`config.mk`:
```
export PLATFORM = sky130hd
export DESIGN_NAME = pmu_top
export DESIGN_NICKNAME = d
export VERILOG_FILES = /design/src/rtl/pmu_pkg.sv /design/src/rtl/pmu_evt_ctr.sv /design/src/rtl/pmu_cyc_ctr.sv /design/src/rtl/pmu_top.sv
export SDC_FILE = /design/constraint.sdc
export NUM_CORES = 1
export LEC_CHECK = 0
export CAP_MARGIN = 10
export CORE_MARGIN = 2
export CORE_UTILIZATION = 50
export DETAILED_ROUTE_END_ITERATION = 6
export PLACE_DENSITY = 0.79
export SKIP_CTS_REPAIR_TIMING = 1
export SLEW_MARGIN = 20
export SYNTH_ARGS = -nofsm -noshare
export SYNTH_HDL_FRONTEND = slang
export SYNTH_SLANG_ARGS = --single-unit
export TNS_END_PERCENT = 1
```
`constraint.sdc`:
```
create_clock -name clk -period 2.5 [get_ports clk]
set_input_delay 0.25 -clock clk [delete_from_list [all_inputs] [get_ports clk]]
set_output_delay 0.25 -clock clk [all_outputs]
set_load 0.005 [all_outputs]
```
`src/rtl/pmu_pkg.sv`:
```
package pmu_pkg;
  localparam int DATA_W   = 32;
  localparam int NUM_CTR  = 4;
  localparam int TYPE_W   = 7;
  localparam int SEL_W    = 5;
  localparam int IDX_W    = 4;
  localparam int PRESC_W  = 6;
  localparam int CYC_BIT  = DATA_W - 1;

  typedef enum logic [IDX_W-1:0] {
    RG_CTRL   = 4'd0,
    RG_EN_SET = 4'd1,
    RG_EN_CLR = 4'd2,
    RG_IE_SET = 4'd3,
    RG_OVF    = 4'd4,
    RG_SEL    = 4'd5,
    RG_ETYPE  = 4'd6,
    RG_ECNT   = 4'd7,
    RG_CYC    = 4'd8
  } reg_idx_e;

  // Place per-counter bits into the bus layout: event counters low, cycle counter top.
  function automatic logic [DATA_W-1:0] pack_mask(input logic cyc, input logic [NUM_CTR-1:0] evt);
    logic [DATA_W-1:0] m;
    m = '0;
    m[NUM_CTR-1:0] = evt;
    m[CYC_BIT] = cyc;
    return m;
  endfunction
endpackage

```
`src/rtl/pmu_evt_ctr.sv`:
```
module pmu_evt_ctr #(
  parameter int CNT_W   = 32,
  parameter int TYPE_W  = 7,
  parameter int NUM_EVT = 8
) (
  input  logic              clk,
  input  logic              rst_n,
  input  logic              run,
  input  logic              clr,
  input  logic              type_we,
  input  logic              cnt_we,
  input  logic [CNT_W-1:0]  wdata,
  input  logic [NUM_EVT-1:0] events,
  output logic [CNT_W-1:0]  count,
  output logic [TYPE_W-1:0] etype,
  output logic              wrap
);
  logic hit;

  // Match the event type against the bus; types beyond the bus never hit.
  always_comb begin
    hit = 1'b0;
    for (int k = 0; k < NUM_EVT; k++)
      if (etype == TYPE_W'(k)) hit = events[k];
  end

  logic step;
  assign step = run && hit && !cnt_we && !clr;
  assign wrap = step && (&count);

  always_ff @(posedge clk or negedge rst_n) begin
    if (!rst_n) begin
      count <= '0;
      etype <= '0;
    end else begin
      if (type_we) etype <= wdata[TYPE_W-1:0];
      if (cnt_we)    count <= wdata;
      else if (clr)  count <= '0;
      else if (step) count <= count + CNT_W'(1);
    end
  end
endmodule

```
`src/rtl/pmu_cyc_ctr.sv`:
```
module pmu_cyc_ctr #(
  parameter int CNT_W   = 32,
  parameter int PRESC_W = 6
) (
  input  logic             clk,
  input  logic             rst_n,
  input  logic             run,
  input  logic             div_mode,
  input  logic             clr,
  input  logic             we,
  input  logic [CNT_W-1:0] wdata,
  output logic [CNT_W-1:0] count,
  output logic             wrap
);
  logic [PRESC_W-1:0] presc;
  logic tick, step;

  assign tick = div_mode ? (&presc) : 1'b1;
  assign step = run && tick && !we && !clr;
  assign wrap = step && (&count);

  always_ff @(posedge clk or negedge rst_n) begin
    if (!rst_n) begin
      presc <= '0;
      count <= '0;
    end else begin
      if (clr)                  presc <= '0;
      else if (run && div_mode) presc <= presc + PRESC_W'(1);

      if (we)        count <= wdata;
      else if (clr)  count <= '0;
      else if (step) count <= count + CNT_W'(1);
    end
  end
endmodule

```
`src/rtl/pmu_top.sv`:
```
module pmu_top
  import pmu_pkg::*;
#(
  parameter int NUM_EVT = 8
) (
  input  logic               clk,
  input  logic               rst_n,
  input  logic               reg_wr,
  input  logic               reg_rd,
  input  logic [IDX_W-1:0]   reg_idx,
  input  logic [DATA_W-1:0]  reg_wdata,
  output logic [DATA_W-1:0]  reg_rdata,
  input  logic [NUM_EVT-1:0] evt_in,
  output logic               irq
);
  localparam int CNT_W = DATA_W;

  // Control state
  logic              glob_en_q, div_q;
  logic [1:0]        spare_q;
  logic [NUM_CTR-1:0] en_evt_q, ie_evt_q, ovf_evt_q;
  logic              en_cyc_q, ie_cyc_q, ovf_cyc_q;
  logic [SEL_W-1:0]  sel_q;

  // Write decode
  logic wr_ctrl, wr_set, wr_clr, wr_ie, wr_ovf, wr_sel, wr_type, wr_ecnt, wr_cyc;
  assign wr_ctrl = reg_wr && (reg_idx == RG_CTRL);
  assign wr_set  = reg_wr && (reg_idx == RG_EN_SET);
  assign wr_clr  = reg_wr && (reg_idx == RG_EN_CLR);
  assign wr_ie   = reg_wr && (reg_idx == RG_IE_SET);
  assign wr_ovf  = reg_wr && (reg_idx == RG_OVF);
  assign wr_sel  = reg_wr && (reg_idx == RG_SEL);
  assign wr_type = reg_wr && (reg_idx == RG_ETYPE);
  assign wr_ecnt = reg_wr && (reg_idx == RG_ECNT);
  assign wr_cyc  = reg_wr && (reg_idx == RG_CYC);

  logic evt_clr, cyc_clr, sel_ok;
  assign evt_clr = wr_ctrl && reg_wdata[1];
  assign cyc_clr = wr_ctrl && reg_wdata[2];
  assign sel_ok  = sel_q < SEL_W'(NUM_CTR);

  // Event counters
  logic [CNT_W-1:0]  evt_cnt  [NUM_CTR];
  logic [TYPE_W-1:0] evt_type [NUM_CTR];
  logic [NUM_CTR-1:0] evt_wrap;
  logic [NUM_CTR*CNT_W-1:0] evt_flat;

  for (genvar i = 0; i < NUM_CTR; i++) begin : g_evt
    logic hit_sel;
    assign hit_sel = sel_ok && (sel_q == SEL_W'(i));
    pmu_evt_ctr #(.CNT_W(CNT_W), .TYPE_W(TYPE_W), .NUM_EVT(NUM_EVT)) u_ctr (
      .clk     (clk),
      .rst_n   (rst_n),
      .run     (glob_en_q && en_evt_q[i]),
      .clr     (evt_clr),
      .type_we (wr_type && hit_sel),
      .cnt_we  (wr_ecnt && hit_sel),
      .wdata   (reg_wdata),
      .events  (evt_in),
      .count   (evt_cnt[i]),
      .etype   (evt_type[i]),
      .wrap    (evt_wrap[i])
    );
    assign evt_flat[i*CNT_W +: CNT_W] = evt_cnt[i];
  end

  // Cycle counter
  logic [CNT_W-1:0] cyc_cnt;
  logic             cyc_wrap;
  pmu_cyc_ctr #(.CNT_W(CNT_W), .PRESC_W(PRESC_W)) u_cyc (
    .clk      (clk),
    .rst_n    (rst_n),
    .run      (glob_en_q && en_cyc_q),
    .div_mode (div_q),
    .clr      (cyc_clr),
    .we       (wr_cyc),
    .wdata    (reg_wdata),
    .count    (cyc_cnt),
    .wrap     (cyc_wrap)
  );

  // Register state updates
  always_ff @(posedge clk or negedge rst_n) begin
    if (!rst_n) begin
      glob_en_q <= 1'b0;
      div_q     <= 1'b0;
      spare_q   <= '0;
      en_evt_q  <= '0;
      en_cyc_q  <= 1'b0;
      ie_evt_q  <= '0;
      ie_cyc_q  <= 1'b0;
      ovf_evt_q <= '0;
      ovf_cyc_q <= 1'b0;
      sel_q     <= '0;
    end else begin
      if (wr_ctrl) begin
        glob_en_q <= reg_wdata[0];
        div_q     <= reg_wdata[3];
        spare_q   <= reg_wdata[5:4];
      end
      if (wr_set) begin
        en_evt_q <= en_evt_q | reg_wdata[NUM_CTR-1:0];
        en_cyc_q <= en_cyc_q | reg_wdata[CYC_BIT];
      end else if (wr_clr) begin
        en_evt_q <= en_evt_q & ~reg_wdata[NUM_CTR-1:0];
        en_cyc_q <= en_cyc_q & ~reg_wdata[CYC_BIT];
      end
      if (wr_ie) begin
        ie_evt_q <= ie_evt_q | reg_wdata[NUM_CTR-1:0];
        ie_cyc_q <= ie_cyc_q | reg_wdata[CYC_BIT];
      end
      // A new wrap wins over a clear in the same cycle.
      ovf_evt_q <= (ovf_evt_q & ~({NUM_CTR{wr_ovf}} & reg_wdata[NUM_CTR-1:0])) | evt_wrap;
      ovf_cyc_q <= (ovf_cyc_q & ~(wr_ovf & reg_wdata[CYC_BIT])) | cyc_wrap;
      if (wr_sel) sel_q <= reg_wdata[SEL_W-1:0];
    end
  end

  // Read path
  logic [CNT_W-1:0]  win_cnt;
  logic [TYPE_W-1:0] win_type;
  always_comb begin
    win_cnt  = '0;
    win_type = '0;
    for (int i = 0; i < NUM_CTR; i++)
      if (sel_q == SEL_W'(i)) begin
        win_cnt  = evt_cnt[i];
        win_type = evt_type[i];
      end
  end

  logic [DATA_W-1:0] rd_mux;
  always_comb begin
    rd_mux = '0;
    case (reg_idx)
      RG_CTRL:   rd_mux = {{(DATA_W-6){1'b0}}, spare_q, div_q, 2'b00, glob_en_q};
      RG_EN_SET,
      RG_EN_CLR: rd_mux = pack_mask(en_cyc_q, en_evt_q);
      RG_IE_SET: rd_mux = pack_mask(ie_cyc_q, ie_evt_q);
      RG_OVF:    rd_mux = pack_mask(ovf_cyc_q, ovf_evt_q);
      RG_SEL:    rd_mux = {{(DATA_W-SEL_W){1'b0}}, sel_q};
      RG_ETYPE:  rd_mux = {{(DATA_W-TYPE_W){1'b0}}, win_type};
      RG_ECNT:   rd_mux = win_cnt;
      RG_CYC:    rd_mux = cyc_cnt;
      default:   rd_mux = '0;
    endcase
  end

  always_ff @(posedge clk or negedge rst_n) begin
    if (!rst_n)      reg_rdata <= '0;
    else if (reg_rd) reg_rdata <= rd_mux;
  end

  assign irq = |({ovf_cyc_q, ovf_evt_q} & {ie_cyc_q, ie_evt_q});
endmodule

```
==> reports/summary.txt, run 1 <==
Average vias per placed instance: 6.64
Total iterations of the first detailed-routing run: 6
DRT Wirelength: 53.6 mm
Critical path peak fanout: 4
Clk pin slew, worst setup/hold paths: 60 ps
Final #Nets: 1985
Design area: 18300 µm²
Rows: 64
Status: finished clean
Die area: 32400 µm²
Fin Clk Skew: 13.3 ps
Post-route minimum period: 2390 ps
Vias in the first global route: 14600
Total GRT Usage: 32.5%
Setup TNS: 0 ps
Final Setup Violations: 0
Crit start category: flip-flop
Number of DRC markers in iteration 0: 1934
Final ANT Viol Nets: 0
Most common cell after layout, fill and taps aside: nand2_1
Layout cell share with drive strength beyond 1: 14.1%
Share of the yosys chip area belonging to registers: 40.4%
Hold depth: 2
Commonest cells after routing, fill and taps aside: nand2_1, dfrtp_1, a21oi_1
Gp weighted congestion: 0.995
Post-route insts no fill: 2348
Power, Total: 12600 µW
PwrDens: 687 nW/µm²
Die width: 180 µm
Pin count of the biggest net entering global routing: 79
Slew HR: 36.6%
EDFF count, synth: 0
Initial antenna violation count: 0
Grt ovf: 0
WP data arrival: 2830 ps
Cell Area, Synth: 15500 µm²
Worst vdd ir: 0.568 mV
#FFs+latches synth: 250
I/O Pins: 81
Syn avg cell area: 8.50 µm²
Htree depth: 1
Setup slack, reg-to-reg: 110 ps
Core area: 30600 µm²
Clk sink count: 250
Slowest stage cell, crit path: nor2_1
Asr flop ratio synth: 100%
Clock latency on the worst-skew pair: 560 ps
Post-DP HPWL: 38.7 mm
Number of CTS-inserted buffers: 29
FMAX: 418 MHz
CP required: 2930 ps
Unrepaired setup endpoints after global routing: no
Pins Over Slew Limit: 0
Max Buffers Root-to-Sink: 3
Reg2reg start: g_evt[3].u_ctr.etype[6]
CP Capture Type: flip-flop
Crit path cell chain: nor4_1 > and3_1 > nand4_1 > nor2_1 > a31oi_1 > o22a_1
Global-route wire length before repair: 84.3 mm
Pleak: 0.00750 µW
CP peak stage delay: 610 ps
Post-detailed-route wirelength per cell: 22.8 µm
Hold wc startpoint: reg_rd
DR vias: 15600
Netlist cell types: 80
Layout area overhead: 17.9%
Final hold viol count: 0
Setup crit start: g_evt[3].u_ctr.etype[6]
TritonCTS clock tree: done
Worst hold slack: 66.1 ps
Die H: 180 µm
Final period util: 95.7%
Max-Cap Viols: 0
Measured slew at the worst slew-check pin: 948 ps
Worst Reg-to-Reg Cells: 6
Crit Path Category: flip-flop to flip-flop
Post-Syn Nets: 1877
Ys flop type: dfrtp_1
Placed cell area: 17300 µm²
DRC: 0
Ant diodes: 0
Worst Hold Class: input pin to flip-flop
Port bufs: 80
Initial core utilization: 50.7%
Mapped Cells: 1823
Placed Cells: 2295
Root buf cell: clkbuf_16
YS warnings: 0
sequential cells by signal, summed over array words and instances, names as in the netlist, named ones only:
name               count
g_evt.u_ctr.count    128
reg_rdata             32
u_cyc.count           32
g_evt.u_ctr.etype     28
u_cyc.presc            6
sel_q                  5
ie_evt_q               4
ovf_evt_q              4
spare_q                2
div_q                  1
glob_en_q              1
ie_cyc_q               1
ovf_cyc_q              1
report_power, final:
group	total, µW	switching [µW]	internal, µW
combinational	2890	1670	1220
sequential	5380	788	4590
clock	4290	1790	2510
cells in the mapped netlist (15+ instances only):
cell type | number | area share [%]
o21ai_1 | 16 | 0.52
xnor2_1 | 53 | 3.0
clkbuf_1 | 55 | 1.3
xor2_1 | 20 | 1.1
o21ai_0 | 132 | 4.3
nand4_1 | 42 | 1.7
nor4_1 | 24 | 0.97
buf_2 | 35 | 1.1
mux2i_1 | 25 | 1.6
o22ai_1 | 33 | 1.3
a21oi_1 | 193 | 6.2
dfrtp_1 | 250 | 40
nand2_1 | 269 | 6.5
nand3_1 | 79 | 2.6
mux2_2 | 61 | 4.4
nor2_1 | 153 | 3.7
and3_1 | 38 | 1.5
inv_1 | 20 | 0.48
and4_1 | 15 | 0.85
nor3_1 | 54 | 1.7
stage by stage:
stage / worst slack (ps) / util [%]
detailed placement: -62.1 / 56.6
CTS: 109 / 59.7
global placement: -32.8 / 56.6
floorplan: 492 / -
global route: 10.9 / 59.8
finish: 108 / 59.8
cells by family (layout without fill, tap and decap cells):
kind of cell,Yosys count,in the layout,share of synthesized area [%]
DFF,250,250,40.4
xor gates and xnor gates,73,73,4.12
buffers and inverters,135,264,4.08
and+or+nand+nor,743,743,23.5
muxes,94,94,7.15
adders and majority gates,6,6,0.484
AOI/OAI and AO/OA,522,522,20.3
layer usage:
metal	track usage, %	routed length, µm	up-vias
met5	0	0	-
met4	15.3	2730	0
met3	3.90	4810	188
met2	51.1	24600	989
met1	44.9	21500	7502
li1	-	-	6913
layout make-up:
| cell class | instances | area [µm²] |
|---|---|---|
| fillers | 2686 | 12300 |
| multi-input cells | 1438 | 8640 |
| flip-flops and latches | 250 | 6260 |
| repair buffers | 192 | 1870 |
| clock buffers | 41 | 831 |
| well taps | 396 | 495 |
| clock inverters | 11 | 116 |
| inverters | 20 | 75.1 |
worst paths after layout:
check | to
worst max-delay path | g_evt[3].u_ctr.count[15]
worst min-delay path | reg_rdata[3]
worst max register to register | g_evt[3].u_ctr.count[15]
worst min register to register | ie_evt_q[3]
max in group asynchronous | u_cyc.presc[1]
min in group asynchronous | g_evt[1].u_ctr.etype[1]
critical path: cells and delay by family (launching register included):
family / cells / cell delay (ps)
compound gates: 2 / 400
flops: 1 / 420
simple gates: 4 / 1450
No activity file was read; power rests on OpenSTA's default activity.
==> run 2: changes to the inputs <==
==> constraint.sdc (replaced) <==
create_clock -name clk -period 2.65 [get_ports clk]
set_input_delay 0.265 -clock clk [delete_from_list [all_inputs] [get_ports clk]]
set_output_delay 0.265 -clock clk [all_outputs]
set_load 0.005 [all_outputs]
==> reports/summary.txt, run 2 (synthesized netlist as in run 1, its figures left out) <==
Status: finished clean
Area of the multi-input gates: 8630 µm² (about the same)
Final hold viol count: 0 (unchanged)
Htree depth: 1 (unchanged)
Final ANT Viol Nets: 0 (unchanged)
Max reg flops: 128 (unchanged)
Total GRT Usage: 32.3% (-0.18 points)
Die width: 180 µm (unchanged)
Gp weighted congestion: 0.986 (-0.85%)
Fin Clk Skew: 15.8 ps (+2.48 ps)
Root buf cell: clkbuf_16
Number of DRC markers in iteration 0: 1795 (-7.2%)
Commonest cells after routing, fill and taps aside: nand2_1, dfrtp_1, a21oi_1
Die H: 180 µm (unchanged)
Slowest stage cell, crit path: or3_1
Port bufs: 80 (unchanged)
Worst vdd ir: 0.443 mV (-22%)
DRT Wirelength: 52.9 mm (-1.3%)
Vias in the first global route: 14700 (+0.82%)
Switch Pwr: 3960 µW (-6.7%)
Post-route insts no fill: 2326 (-0.94%)
Layout cell share with drive strength beyond 1: 13.3% (-0.77 points)
Clock latency on the worst-skew pair: 560 ps (about the same)
Slew HR: 38.2% (+1.6 points)
Largest regs: g_evt.u_ctr.count (128), reg_rdata (32), u_cyc.count (32)
Unrepaired setup endpoints after global routing: no
Post-Route Utilization: 59.0% (-0.72 points)
Max-Cap Viols: 0 (unchanged)
Post-DP HPWL: 38.4 mm (-0.86%)
CP peak stage delay: 570 ps (-40 ps)
Ant diodes: 0 (unchanged)
Final period util: 90.0% (-5.7 points)
I/O Pins: 81 (unchanged)
CP Capture Type: flip-flop
Total iterations of the first detailed-routing run: 5 (-1)
FMAX: 419 MHz (+0.35%)
# fillers: 2675 (-0.41%)
PwrDens: 655 nW/µm² (-4.7%)
Post-detailed-route wirelength per cell: 22.8 µm (-0.34%)
Pins Over Slew Limit: 0 (unchanged)
Share of total power in the clock network: 34.6% (+0.4 points)
Sw frac: 33.5% (-0.30 points)
Pin count of the biggest net entering global routing: 83 (+5.1%)
Rows: 64 (unchanged)
Post-route minimum period: 2380 ps (-8.27 ps)
Largest Register: g_evt.u_ctr.count
CP required: 3110 ps (+180 ps)
Crit start category: flip-flop
Number of CTS-inserted buffers: 28 (-3.4%)
Global-route wire length before repair: 83.7 mm (-0.69%)
Worst Hold Class: input pin to flip-flop
Clk pin slew, worst setup/hold paths: 60 ps (about the same)
Critical path peak fanout: 29 (+25)
Reg area: 6260 µm² (unchanged)
Initial core utilization: 50.7% (unchanged)
Layout area overhead: 16.5%
Average vias per placed instance: 6.63 (-0.19%)
Clk sink count: 250 (unchanged)
Reg power frac: 42.7% (about the same)
Initial antenna violation count: 0 (unchanged)
Final #Nets: 1963 (-1.1%)
Crit path cell chain: or3_1 > nor4_4 > buf_12 > buf_4 > nand2_1 > o21ai_0 > a21oi_1 > a31oi_1
DR vias: 15400 (-1.1%)
Placed Cells: 2274 (-0.92%)
Crit Path Category: flip-flop to flip-flop
Measured slew at the worst slew-check pin: 924 ps (-23.7 ps)
Power, Total: 11800 µW (-5.8%)
Pleak: 0.00739 µW (-1.4%)
Grt ovf: 0 (unchanged)
Int Pwr: 7870 µW (-5.4%)
Setup TNS: 0 ps (unchanged)
Logic pwr share: 22.6% (-0.4 points)
Max Buffers Root-to-Sink: 3 (unchanged)
Die area: 32400 µm² (unchanged)
Final Setup Violations: 0 (unchanged)
TritonCTS clock tree: done
Most common cell after layout, fill and taps aside: nand2_1
WP data arrival: 2840 ps (about the same)
Core area: 30600 µm² (unchanged)
DRC: 0 (unchanged)
[run 2: cell types whose count changed in the layout (fill, tap and decap cells not counted), sizes merged]
cell      delta
clkinvlp     -2
bufinv       +1
clkbuf       -5
buf         -21
clkinv       +5
[run 2: area by class of cell]
class	count	area share [%]
clock buffers	36	4.50
clock inverters	15	0.845
inverters	20	0.416
multi-input cells	1438	47.8
flip-flops and latches	250	34.7
well taps	396	2.74
repair buffers	171	9.06
[run 2: routing by layer]
layer / wire (µm) / up-vias / share of wire (%) / GRT usage [%]
li1: - / 6867 / - / -
met1: 21200 / 7396 / 40 / 44.2
met2: 23500 / 925 / 44 / 49.2
met3: 4580 / 228 / 8.7 / 4.30
met4: 3660 / 0 / 6.9 / 19.0
met5: 0 / - / 0 / 0
[run 2: worst paths after layout]
kind                       slack [ps]  cells past startpoint                        to     start
max                               270                      8  g_evt[1].u_ctr.count[20]  sel_q[3]
min                               200                      3             reg_rdata[31]    reg_rd
max reg2reg                       270                      8  g_evt[1].u_ctr.count[20]  sel_q[3]
min reg2reg                       500                      1                  ie_cyc_q  ie_cyc_q
max in group asynchronous        1490                      3             reg_rdata[17]     rst_n
min in group asynchronous         300                      2   g_evt[2].u_ctr.etype[3]     rst_n
[run 2: critical path: cells and delay by family, from the launching register on]
family / cells / cell delay (ps)
buffers and inverters: 2 / 430
AO/OA/AOI/OAI: 3 / 420
AND/OR/NAND/NOR: 3 / 990
flip-flops: 1 / 440
[run 2: power by group through the flow]
stage	sequential, µW	combinational [µW]	clock [µW]
2_1_floorplan	4820	1700	0
3_3_place_gp	5060	2540	0
3_5_place_dp	5090	2610	0
4_1_cts	5030	2630	4130
5_1_grt	5130	2900	4290
6_report	5060	2680	4100
[run 2: metrics by stage]
| stage | cell area (µm²) | hold slack [ps] | worst slack [ps] |
|---|---|---|---|
| after floorplan | 15500 | -30.6 | 642 |
| after global placement | 17100 | 313 | 103 |
| after detailed placement | 17100 | 307 | 41.8 |
| after CTS | 18100 | -269 | 305 |
| after global routing | 18100 | 240 | 158 |
| final | 18100 | 200 | 266 |
